## config.mk

```make
export PLATFORM = sky130hd
export DESIGN_NAME = sup_reset_wdog
export DESIGN_NICKNAME = d
export VERILOG_FILES = /design/src/rtl/sup_reset_wdog.sv
export SDC_FILE = /design/constraint.sdc
export NUM_CORES = 1
export LEC_CHECK = 0
export ABC_AREA = 0
export BUFFER_PORTS_ARGS = -buffer_cell sky130_fd_sc_hd__buf_2
export CAP_MARGIN = 25
export CORE_UTILIZATION = 52
export DETAILED_ROUTE_END_ITERATION = 8
export PLACE_DENSITY = 0.73
export SLEW_MARGIN = 30
export SYNTH_ARGS = -nofsm -noshare
export SYNTH_HDL_FRONTEND = slang
export SYNTH_SLANG_ARGS = --single-unit
export TNS_END_PERCENT = 20
```

## constraint.sdc

```tcl
create_clock -name clk -period 1.35 [get_ports clk]
set_input_delay 0.27 -clock clk [delete_from_list [all_inputs] [get_ports clk]]
set_output_delay 0.27 -clock clk [all_outputs]
set_load 0.02 [all_outputs]
```

## src/rtl/sup_reset_wdog.sv

```systemverilog
module sup_reset_wdog #(
  parameter int STRETCH_TICKS  = 200,
  parameter int WD_SHORT_TICKS = 200,
  parameter int WD_MID_TICKS   = 600,
  parameter int WD_LONG_TICKS  = 1400
) (
  input  logic       clk,
  input  logic       por_pulse,
  input  logic       tick_1ms,
  input  logic       supply_low,
  input  logic       wd_kick,
  input  logic [1:0] wd_sel,
  output logic       rst_out,
  output logic       rst_n_out
);
  localparam int WW = $clog2(WD_LONG_TICKS + 1);
  localparam int SW = $clog2(STRETCH_TICKS + 1);
  localparam logic [1:0] SEL_OFF = 2'b11;

  logic          hold;
  logic [SW-1:0] st_cnt;
  logic [WW-1:0] wd_cnt;
  logic [WW-1:0] wd_limit;
  logic [1:0]    sel_q;
  logic          sel_chg, armed, wd_fire;

  always_comb begin
    case (wd_sel)
      2'b00:   wd_limit = WW'(WD_LONG_TICKS);
      2'b01:   wd_limit = WW'(WD_MID_TICKS);
      2'b10:   wd_limit = WW'(WD_SHORT_TICKS);
      default: wd_limit = '0;
    endcase
  end

  assign sel_chg = wd_sel != sel_q;
  assign armed   = (wd_sel != SEL_OFF) && !hold;
  assign wd_fire = armed && tick_1ms && !wd_kick && !sel_chg &&
                   (wd_cnt == wd_limit - 1'b1);

  always_ff @(posedge clk or posedge por_pulse) begin
    if (por_pulse) begin
      hold   <= 1'b1;
      st_cnt <= '0;
    end else if (supply_low || wd_fire) begin
      hold   <= 1'b1;
      st_cnt <= '0;
    end else if (hold && tick_1ms) begin
      if (st_cnt == SW'(STRETCH_TICKS - 1)) begin
        hold   <= 1'b0;
        st_cnt <= '0;
      end else begin
        st_cnt <= st_cnt + 1'b1;
      end
    end
  end

  always_ff @(posedge clk or posedge por_pulse) begin
    if (por_pulse) begin
      wd_cnt <= '0;
      sel_q  <= SEL_OFF;
    end else begin
      sel_q <= wd_sel;
      if (!armed || wd_kick || sel_chg || wd_fire)
        wd_cnt <= '0;
      else if (tick_1ms)
        wd_cnt <= wd_cnt + 1'b1;
    end
  end

  assign rst_out   = hold;
  assign rst_n_out = ~hold;


  sup_hold_chk: assert property (@(posedge clk) disable iff (por_pulse)
    supply_low |=> rst_out);


  kick_clr_chk: assert property (@(posedge clk) disable iff (por_pulse)
    wd_kick |=> (wd_cnt == '0));


  rel_tick_chk: assert property (@(posedge clk) disable iff (por_pulse)
    $fell(rst_out) |-> $past(tick_1ms));


  off_quiet_chk: assert property (@(posedge clk) disable iff (por_pulse)
    (wd_sel == SEL_OFF && !supply_low && !rst_out) |=> !rst_out);


  wd_range_chk: assert property (@(posedge clk) disable iff (por_pulse)
    (armed && !sel_chg) |-> (wd_cnt < wd_limit));


  restart_chk: assert property (@(posedge clk) disable iff (por_pulse)
    (rst_out && supply_low) |=> (rst_out && st_cnt == '0));


  held_zero_chk: assert property (@(posedge clk) disable iff (por_pulse)
    rst_out |=> (!rst_out || wd_cnt == '0));
endmodule

```

==> results.yml, run 1 <==
worst_setup_path:
  cpMaxStageDelayCell: "dfstp_2"
  worst-setup-path-type: "reg2reg"
  critPathMaxFanout: 5
  crit_required_ps: 1570
  arrival_ps: 1770
  regToRegStartpoint: "sel_q[1]"
  max_stage_delay_ps: 550
  path_cells: "xnor2_1 -> nand2_2 -> nor4_4 -> a31o_4 -> buf_6 -> a311oi_2"
  start_kind: "flip-flop"
  endpoint_kind: "flip-flop"
  crit_path_start: "sel_q[1]"
global_route:
  grt_pass1_wl_mm: 4.86
  grt_max_degree: 23
  antenna_found_initial: 0
  first_global_vias: 1088
  use_met2_pct: 50.4
  grt_use_met1_pct: 28.6
  grt.busiest_layer: "met2"
  grt_use_total_pct: 26.4
  overflow: 0
  gr-usage-met3_pct: 3.64
power_and_ir_drop:
  powerDensity_nw_per_um2: 794
  p_leak_uw: 0.000822
  ir_drop_mv: 0.620
clock_tree:
  cts_tree: "built"
  numClockSinks: 22
  insertion_delay_ps: 330
  root_buffer: "clkbuf_4"
  cts-buffers-inserted: 3
  clk_pin_slew_ps: 140
  ctsHtreeMaxLevel: 1
  cts_buffer_depth: 2
sta:
  rsz0062_at_grt: "true"
  slew_headroom_pct: 75.7
  slew_viol_final: 0
  tightest_slew_ps: 361
  min_period_over_period_pct: 114
  finalClockSkew_ps: 6.92
  period_minus_slack_ps: 1540
  fmax_ghz: 0.648
  fin_ws_ps: -194
  fin_setup_tns_ps: -3460
  final-setup-viol-count: 22
  hold_viol_final: 0
synth:
  synth_fp_nets: 141
  synth.area.top_cells: "dfrtp_1 (39%), xor2_1 (9.3%), dfstp_2 (6.4%)"
  ys.flop_type: "dfrtp_1"
  yosysUniqueCellTypes: 29
  ys_ff_latch: 22
  synth_largest_area_cell: "dfrtp_1"
  async_flop_share_pct: 100
  synth_area_sq_um: 1230
  syn_avg_cell_area_sq_um: 9.60
  yosysSeqAreaShare_pct: 45.1
  ys_warn_count: 0
  synth_top_area_share_pct: 38.7
  synth_edf_count: 0
  syn_inst: 128
placed_design:
  hpwl_mm: 1.84
  numPortBuffers: 8
  gp_congestion: 0.772
  placedCellCount: 187
final_layout:
  stdcell_count: 198
  syn2layout_area_growth_pct: 39.0
  diodes: 0
  mostFrequentLayoutCells: "buf_4 (29), dfrtp_1 (19), nand2_1 (15), nor2_1 (15), xor2_1 (13)"
  layout-drive-gt1-share_pct: 40.0
  nFillCells: 147
  layout_commonest_cell: "buf_4"
  final_nets: 184
detailed_routing:
  totalWireLength_mm: 2.97
  ant_nets: 0
  viasPerCell: 5.37
  drtIter0Drc: 12
  vias: 1063
  drcViolationCount: 0
  first_pass_iters: 4
  wl_per_cell_um: 15.0
floorplan:
  core_sq_um: 2210
  die_y_um: 50.6
  dieArea_sq_um: 2560
  row_count: 17
  initial_core_util_pct: 55.5
  io_pins: 9
  die_w_um: 50.6
run:
  drv_cap: 0
status:
  violations: "setup timing"
  status: "finished with violations"
hold_path:
  hold_class: "in2reg"
  hold_path.startpoint: "wd_sel[1]"
## sequential cells by signal (all words and copies together) (netlist names)
name,flops
wd_cnt,11
st_cnt,8
sel_q,2
rst_out,1
## cell families after synthesis
family	share of synthesized area, %
flip-flops	45.1
XOR/XNOR	13.5
AND/OR/NAND/NOR	22.6
multiplexers	0.815
AO/OA/AOI/OAI	7.64
buffers and inverters	4.18
adder cells (fa/ha/maj)	6.11
## area by class of cell
type | instances | area (sq um) | share of cell area [%]
Sequential cell | 22 | 554 | 32.5
Inverter | 6 | 27.5 | 1.61
Timing Repair Buffer | 41 | 314 | 18.4
Clock buffer | 3 | 22.5 | 1.32
Clock inverter | 1 | 30.0 | 1.76
Tap cell | 28 | 35.0 | 2.05
Multi-Input combinational cell | 97 | 724 | 42.4
## worst max-delay path, delay by kind of cell (launching register included)
kind,cells,cell delay [ps]
AOI/OAI and AO/OA,2,270
buffers and inverters,1,120
xor gates and xnor gates,1,150
DFF,1,550
and+or+nand+nor,2,350
## metrics by stage
| stage | hold slack [ps] | power, uW | utilization (%) | setup WS [ps] | instance area [sq um] |
|---|---|---|---|---|---|
| finish | 220 | 1360 | 77.2 | -194 | 1710 |
| global route | 219 | 1390 | 77.2 | -255 | 1710 |
| CTS | 225 | 1340 | 76.0 | -131 | 1680 |
| detailed placement | 322 | 806 | 68.0 | -365 | 1500 |
| global placement | 315 | 800 | 68.0 | -320 | 1500 |
| floorplan | 257 | 763 | - | -81.3 | 1270 |
## what timing repair did
action	in CTS	in global routing
buffers inserted	4	0
hold buffers	1	0
cloned	2	0
setup endpoints to repair	22	22
pin swaps	3	4
gates resized for setup	17	7
hold endpoints to repair	19	0
## power breakdown
| part | switching [uW] | internal [uW] | leakage [uW] | total [uW] |
|---|---|---|---|---|
| logic | 80.9 | 68.2 | 0.000498 | 149 |
| clock network | 232 | 301 | 0.0000279 | 533 |
| registers | 4.71 | 669 | 0.000296 | 674 |
## cell usage after synthesis, types with 4 or more instances
cell,n
dfrtp_1,19
xor2_1,13
nand3_1,5
inv_1,6
ha_1,6
nand2_1,16
a21oi_1,4
xnor2_1,6
nor2_1,16
and3_1,7
## final timing paths
| path | depth (start not counted) | slack [ps] | endpoint |
|---|---|---|---|
| min | 2 | 220 | sel_q[1] |
| max in group asynchronous | 4 | 580 | sel_q[1] |
| min reg2reg | 2 | 590 | st_cnt[3] |
| max | 6 | -190 | st_cnt[7] |
| max reg2reg | 6 | -190 | st_cnt[7] |
| min in group asynchronous | 4 | 490 | st_cnt[7] |
## layer usage
metal  routed length [um]  vias to the layer above
li1                     -                      514
met5                    0                        -
met3                   63                        6
met2                 1700                       17
met4                   53                        0
met1                 1160                      526
Note: power is estimated with default switching activity, not from simulation.
==> inputs of run 2 (changes only) <==
--- a/config.mk
+++ b/config.mk
@@ -11,6 +11,7 @@
 export CORE_UTILIZATION = 52
 export DETAILED_ROUTE_END_ITERATION = 8
 export PLACE_DENSITY = 0.73
+export REMOVE_ABC_BUFFERS = 1
 export SLEW_MARGIN = 30
 export SYNTH_ARGS = -nofsm -noshare
 export SYNTH_HDL_FRONTEND = slang
==> run 2 against run 1 <==
  * The run still ends with setup timing left
  * Register-to-register slack better by 70 ps
  * Worst setup slack better by 68 ps
  * Via count is 1.1% lower
  * Global-route usage is 1.2 points lower
  * Design area is 4.9% lower
  * Sequential power hardly changed
  * Routed wire length is 7.1% lower
  * Sequential cell count stayed put
  * Clock power is 39% lower
  * Maximum frequency is 4.6% higher
  * Sequential share of layout area is 1.7 points higher
  * Critical path type unchanged
  * Critical endpoint unchanged
  * Largest power group unchanged
==> results.yml, run 2 (synthesis results as in run 1) <==
clock_tree:
  cts_tree: "built"
  post-cts-setup-buffer-count: 0
  clk_pin_slew_ps: 130
  numClockSinks: 22
  ctsHtreeMaxLevel: 1
  root_buffer: "clkbuf_4"
  cts-buffers-inserted: 3
  cts_buffer_depth: 2
  insertion_delay_ps: 310
hold_path:
  hold_path.startpoint: "wd_sel[0]"
  holdPathEnd: "sel_q[0]"
  hold_class: "in2reg"
  hold_depth: 2
global_route:
  grt_max_degree: 23
  overflow: 0
  antenna_found_initial: 0
  first_global_vias: 1087
  grt_use_total_pct: 25.2
  grt_pass1_wl_mm: 4.70
detailed_routing:
  totalWireLength_mm: 2.76
  ant_nets: 0
  drcViolationCount: 0
  wl_per_cell_um: 14.1
  viasPerCell: 5.36
  vias: 1051
  drtIter0Drc: 17
  first_pass_iters: 6
sta:
  final-setup-viol-count: 22
  rsz0062_at_grt: "true"
  tightest_slew_ps: 285
  period_minus_slack_ps: 1480
  finalClockSkew_ps: 7.32
  min_period_over_period_pct: 109
  hold_viol_final: 0
  fmax_ghz: 0.677
  slew_headroom_pct: 80.9
  fin_ws_ps: -126
  slew_viol_final: 0
worst_setup_path:
  r2r_cells: 6
  r2r-end: "st_cnt[7]"
  start_kind: "flip-flop"
  crit_required_ps: 1580
  arrival_ps: 1710
  critPathMaxFanout: 5
  endpoint_kind: "flip-flop"
  r2r_setup_slack_ps: -130
  regToRegStartpoint: "wd_cnt[9]"
  worst-setup-path-type: "reg2reg"
final_layout:
  largest_reg_flops: 11
  layout-drive-gt1-share_pct: 36.9
  syn2layout_area_growth_pct: 32.2
  diodes: 0
  regMostFlops: "wd_cnt"
  final_core_util_pct: 73.4
  final_nets: 182
  top_regs: "wd_cnt (11), st_cnt (8), sel_q (2)"
  mostFrequentLayoutCells: "buf_4 (31), dfrtp_1 (19), nand2_1 (16), nor2_1 (16), xor2_1 (13)"
  layout_commonest_cell: "buf_4"
floorplan:
  die_y_um: 50.6
  dieArea_sq_um: 2560
  die_w_um: 50.6
  core_sq_um: 2210
  initial_core_util_pct: 55.5
  io_pins: 9
  row_count: 17
placed_design:
  numPortBuffers: 8
  hpwl_mm: 1.89
  gp_congestion: 0.816
power_and_ir_drop:
  powerDensity_nw_per_um2: 699
  ir_drop_mv: 0.623
  p_leak_uw: 0.000774
  finalPower_uw: 1140
status:
  violations: "setup timing"
  status: "finished with violations"
run:
  drv_cap: 0
run 2: cell type report:
class                   count  area [sq um]
flip-flops and latches     22           554
multi-input cells          97           708
repair buffers             39           278
clock buffers               4          26.3
well taps                  28          35.0
inverters                   6          22.5
fillers                   178           588
run 2: per-stage QoR:
stage	instance area, sq um	instances	setup TNS, ps	setup WS (ps)	hold WS, ps
2_1_floorplan	1200	124	-5270	-315	257
4_1_cts	1620	196	-2020	-119	215
5_1_grt	1620	196	-3660	-195	215
6_report	1620	196	-2050	-126	215
3_5_place_dp	1500	190	-10000	-513	319
3_3_place_gp	1500	190	-8820	-448	311
run 2: worst max-delay path: stages, from the launching register on:
cell and delay [ps]:
dfrtp_1 430, xor2_1 150, o21ai_1 80, and3_4 180, a31o_1 210, buf_4 150, a311oi_2 190
run 2: power by group:
part	total, uW	switching [uW]	internal, uW
clock network	325	209	115
logic	137	71.6	65.7
registers	673	4.17	669
total	1140	285	850
run 2: layer usage:
metal	track usage, %	vias to the layer above	routed length (um)
met5	0	-	0
met4	11.6	0	38
met3	4.24	6	85
met2	44.4	26	1480
met1	29.6	505	1160
li1	-	514	-
run 2: timing repair:
item / 4_1_cts / 5_1_grt
hold endpoints to repair: 19 / 0
hold buffers: 1 / 0
pin swaps: 3 / 0
gates cloned: 1 / 0
setup endpoints to repair: 22 / 22
gates resized for setup: 15 / 3
run 2: worst max path at each step:
stage	end	cells past startpoint	start	slack (ps)
4_1_cts	st_cnt[7]	6	wd_cnt[10]	-120
3_3_place_gp	st_cnt[7]	9	wd_sel[0]	-450
6_report	st_cnt[7]	6	wd_cnt[9]	-130
2_1_floorplan	st_cnt[2]	7	wd_sel[0]	-310
3_5_place_dp	wd_cnt[5]	8	wd_sel[0]	-510
5_1_grt	st_cnt[3]	6	sel_q[0]	-190
==> inputs of run 3 (changes only) <==
--- a/config.mk
+++ b/config.mk
@@ -5,12 +5,12 @@
 export SDC_FILE = /design/constraint.sdc
 export NUM_CORES = 1
 export LEC_CHECK = 0
-export ABC_AREA = 0
+export ABC_AREA = 1
 export BUFFER_PORTS_ARGS = -buffer_cell sky130_fd_sc_hd__buf_2
 export CAP_MARGIN = 25
-export CORE_UTILIZATION = 52
+export CORE_UTILIZATION = 54
 export DETAILED_ROUTE_END_ITERATION = 8
-export PLACE_DENSITY = 0.73
+export PLACE_DENSITY = 0.75
 export REMOVE_ABC_BUFFERS = 1
 export SLEW_MARGIN = 30
 export SYNTH_ARGS = -nofsm -noshare
==> run 3 against run 2 <==
  * Core utilization down 1.5 points
  * Largest cell class unchanged
  * Global-route usage up 4.2 points
  * The flow still finishes with violations (setup timing)
  * Critical endpoint is now st_cnt[5]
  * Cell count up 43%
  * Register-to-register slack about the same
  * Worst hold slack worse by 14 ps
  * Non-clock buffer count down 3
  * Maximum frequency down 0.48%
  * Critical path depth up 3
  * Combinational power down 4%
==> results.yml, run 3 <==
status:
  status: "finished with violations"
  violations: "setup timing"
run:
  drv_cap: 0
synth:
  synth_largest_area_cell: "dfrtp_1"
  ys.flop_type: "dfrtp_1"
  yosysUniqueCellTypes: 22
  ys_ff_latch: 22
  synthMuxAreaShare_pct: 0
  synth_fa_ha_area_share_pct: 5.03
  synth_edf_count: 0
  syn_avg_cell_area_sq_um: 6.94
  synth_xor_area_share_pct: 5.29
  synth_top_family_by_area: "simple AND/OR/NAND/NOR gates"
  netlist_top_cells_count: "nand2_1 (61), nor2_1 (32), inv_1 (29)"
  synth_area_sq_um: 1490
  synth.area.top_cells: "dfrtp_1 (32%), nand2_1 (15%), nand4_1 (8.8%)"
  synth_top_area_share_pct: 31.9
  yosysMostFrequentCell: "nand2_1"
  yosysSeqAreaShare_pct: 37.2
  synth_compound_area_share_pct: 2.01
  ys_warn_count: 0
  synth-simple-area-share_pct: 40.3
  async_flop_share_pct: 100
  syn_inst: 215
placed_design:
  hpwl_mm: 2.65
  gp_congestion: 0.874
  dp_slack_ps: -366
  placedCellCount: 273
  numPortBuffers: 8
sta:
  rsz0062_at_grt: "true"
  period_minus_slack_ps: 1480
  slew_headroom_pct: 68.0
  finalClockSkew_ps: 2.98
  min_period_over_period_pct: 110
  fin_ws_ps: -134
  hold_viol_final: 0
  slew_viol_final: 0
  fmax_ghz: 0.674
  tightest_slew_ps: 480
  fin_setup_tns_ps: -2280
  final-setup-viol-count: 21
global_route:
  first_global_vias: 1462
  grt_pass1_wl_mm: 6.09
  antenna_found_initial: 0
  grt_max_degree: 23
  grt_use_total_pct: 29.4
  overflow: 0
final_layout:
  syn2layout_area_growth_pct: 22.7
  mostFrequentLayoutCells: "nand2_1 (59), nor2_1 (30), inv_1 (29), buf_4 (25), nand4_1 (21)"
  stdcell_count: 280
  layout_commonest_cell: "nand2_1"
  top_regs: "wd_cnt (11), st_cnt (8), sel_q (2)"
  regMostFlops: "wd_cnt"
  final_nets: 264
  diodes: 0
  layout-drive-gt1-share_pct: 21.6
  largest_reg_flops: 11
worst_setup_path:
  critPathMaxFanout: 20
  arrival_ps: 1700
  crit_required_ps: 1570
  start_kind: "flip-flop"
  worst-setup-path-type: "reg2reg"
  endpoint_kind: "flip-flop"
power_and_ir_drop:
  ir_drop_mv: 0.591
  p_leak_uw: 0.000955
  powerDensity_nw_per_um2: 650
clock_tree:
  numClockSinks: 22
  insertion_delay_ps: 320
  cts-buffers-inserted: 3
  ctsHtreeMaxLevel: 1
  root_buffer: "clkbuf_4"
  clk_pin_slew_ps: 130
  cts_buffer_depth: 2
  cts_tree: "built"
floorplan:
  die_w_um: 54.6
  io_pins: 9
  dieArea_sq_um: 2980
  initial_core_util_pct: 58.6
  row_count: 18
  core_sq_um: 2540
  die_y_um: 54.6
hold_path:
  hold_class: "in2reg"
detailed_routing:
  drcViolationCount: 0
  totalWireLength_mm: 3.71
  first_pass_iters: 4
  wl_per_cell_um: 13.3
  ant_nets: 0
  viasPerCell: 5.37
  drtIter0Drc: 45
  vias: 1503
## run 3: cell count changes in the layout (fill, tap and decap cells not counted), moves of 3 or more
cell     change
and3_1       -6
buf_4        -6
ha_1         +4
ha_2         -3
inv_1       +25
nand2_1     +43
nand3_1      +8
nand4_1     +18
nor2_1      +14
nor2_2       +3
nor3_1       +4
or3_1        -3
xor2_1       -7
## run 3: area by class of cell
| type | instances | area (sq um) |
|---|---|---|
| clock buffer | 4 | 36.3 |
| fill | 203 | 714 |
| inverter | 31 | 116 |
| multi-input combinational | 157 | 811 |
| sequential | 22 | 554 |
| tap | 30 | 37.5 |
| timing repair buffer | 36 | 275 |
## run 3: where the power goes
part / switching, uW / internal (uW) / leakage [uW]
Sequential: 6.42 / 670 / 0.000296
Clock: 217 / 165 / 0.0000210
Combinational: 83.0 / 48.7 / 0.000639
Total: 306 / 884 / 0.000955
## run 3: worst max-delay path, cell delays in order (launching register included)
cell and delay, ps:
dfrtp_1 380, ha_2 190, nand2_2 70, a21oi_2 120, nand3_1 110, nor2_2 110
nand2_2 90, buf_12 160, nand4_1 80, nand2_1 70
## run 3: stage by stage
stage | instance area (sq um) | utilization (%) | hold WS, ps | total power, uW
2_1_floorplan | 1460 | - | 257 | 758
3_3_place_gp | 1730 | 68.1 | 317 | 809
3_5_place_dp | 1730 | 68.1 | 320 | 814
4_1_cts | 1830 | 71.8 | 198 | 1190
5_1_grt | 1830 | 71.9 | 199 | 1230
6_report | 1830 | 71.9 | 201 | 1190
## run 3: timing repair
item,in CTS,in global routing
setup endpoints to repair,22,22
buffers inserted,2,0
hold buffers,1,0
endpoints found under the hold margin,19,0
pin swaps,3,6
resized for setup,10,1
## run 3: cells by family (layout without fill, tap and decap cells)
logic type,Yosys count,after routing
simple gates,136,136
buf+inv,36,71
flops,22,22
xor+xnor,9,9
fa+ha+maj,6,6
compound gates,6,6
## run 3: path summary, 6_finish.rpt
| check | from | endpoint | slack (ps) | cells past startpoint |
|---|---|---|---|---|
| setup / recovery | wd_cnt[1] | st_cnt[5] | -130 | 9 |
| setup reg to reg | wd_cnt[1] | st_cnt[5] | -130 | 9 |
| min in group asynchronous | por_pulse | st_cnt[3] | 550 | 4 |
| hold reg to reg | st_cnt[1] | st_cnt[1] | 590 | 2 |
| max in group asynchronous | por_pulse | sel_q[0] | 520 | 4 |
| hold / removal | wd_sel[0] | sel_q[0] | 200 | 2 |
## run 3: metal layers
metal,track usage [%],up-vias,wire (um)
met5,0,-,0
met4,14.1,0,113
met3,5.00,12,250
met2,52.2,58,1850
met1,33.8,676,1500
li1,-,757,-
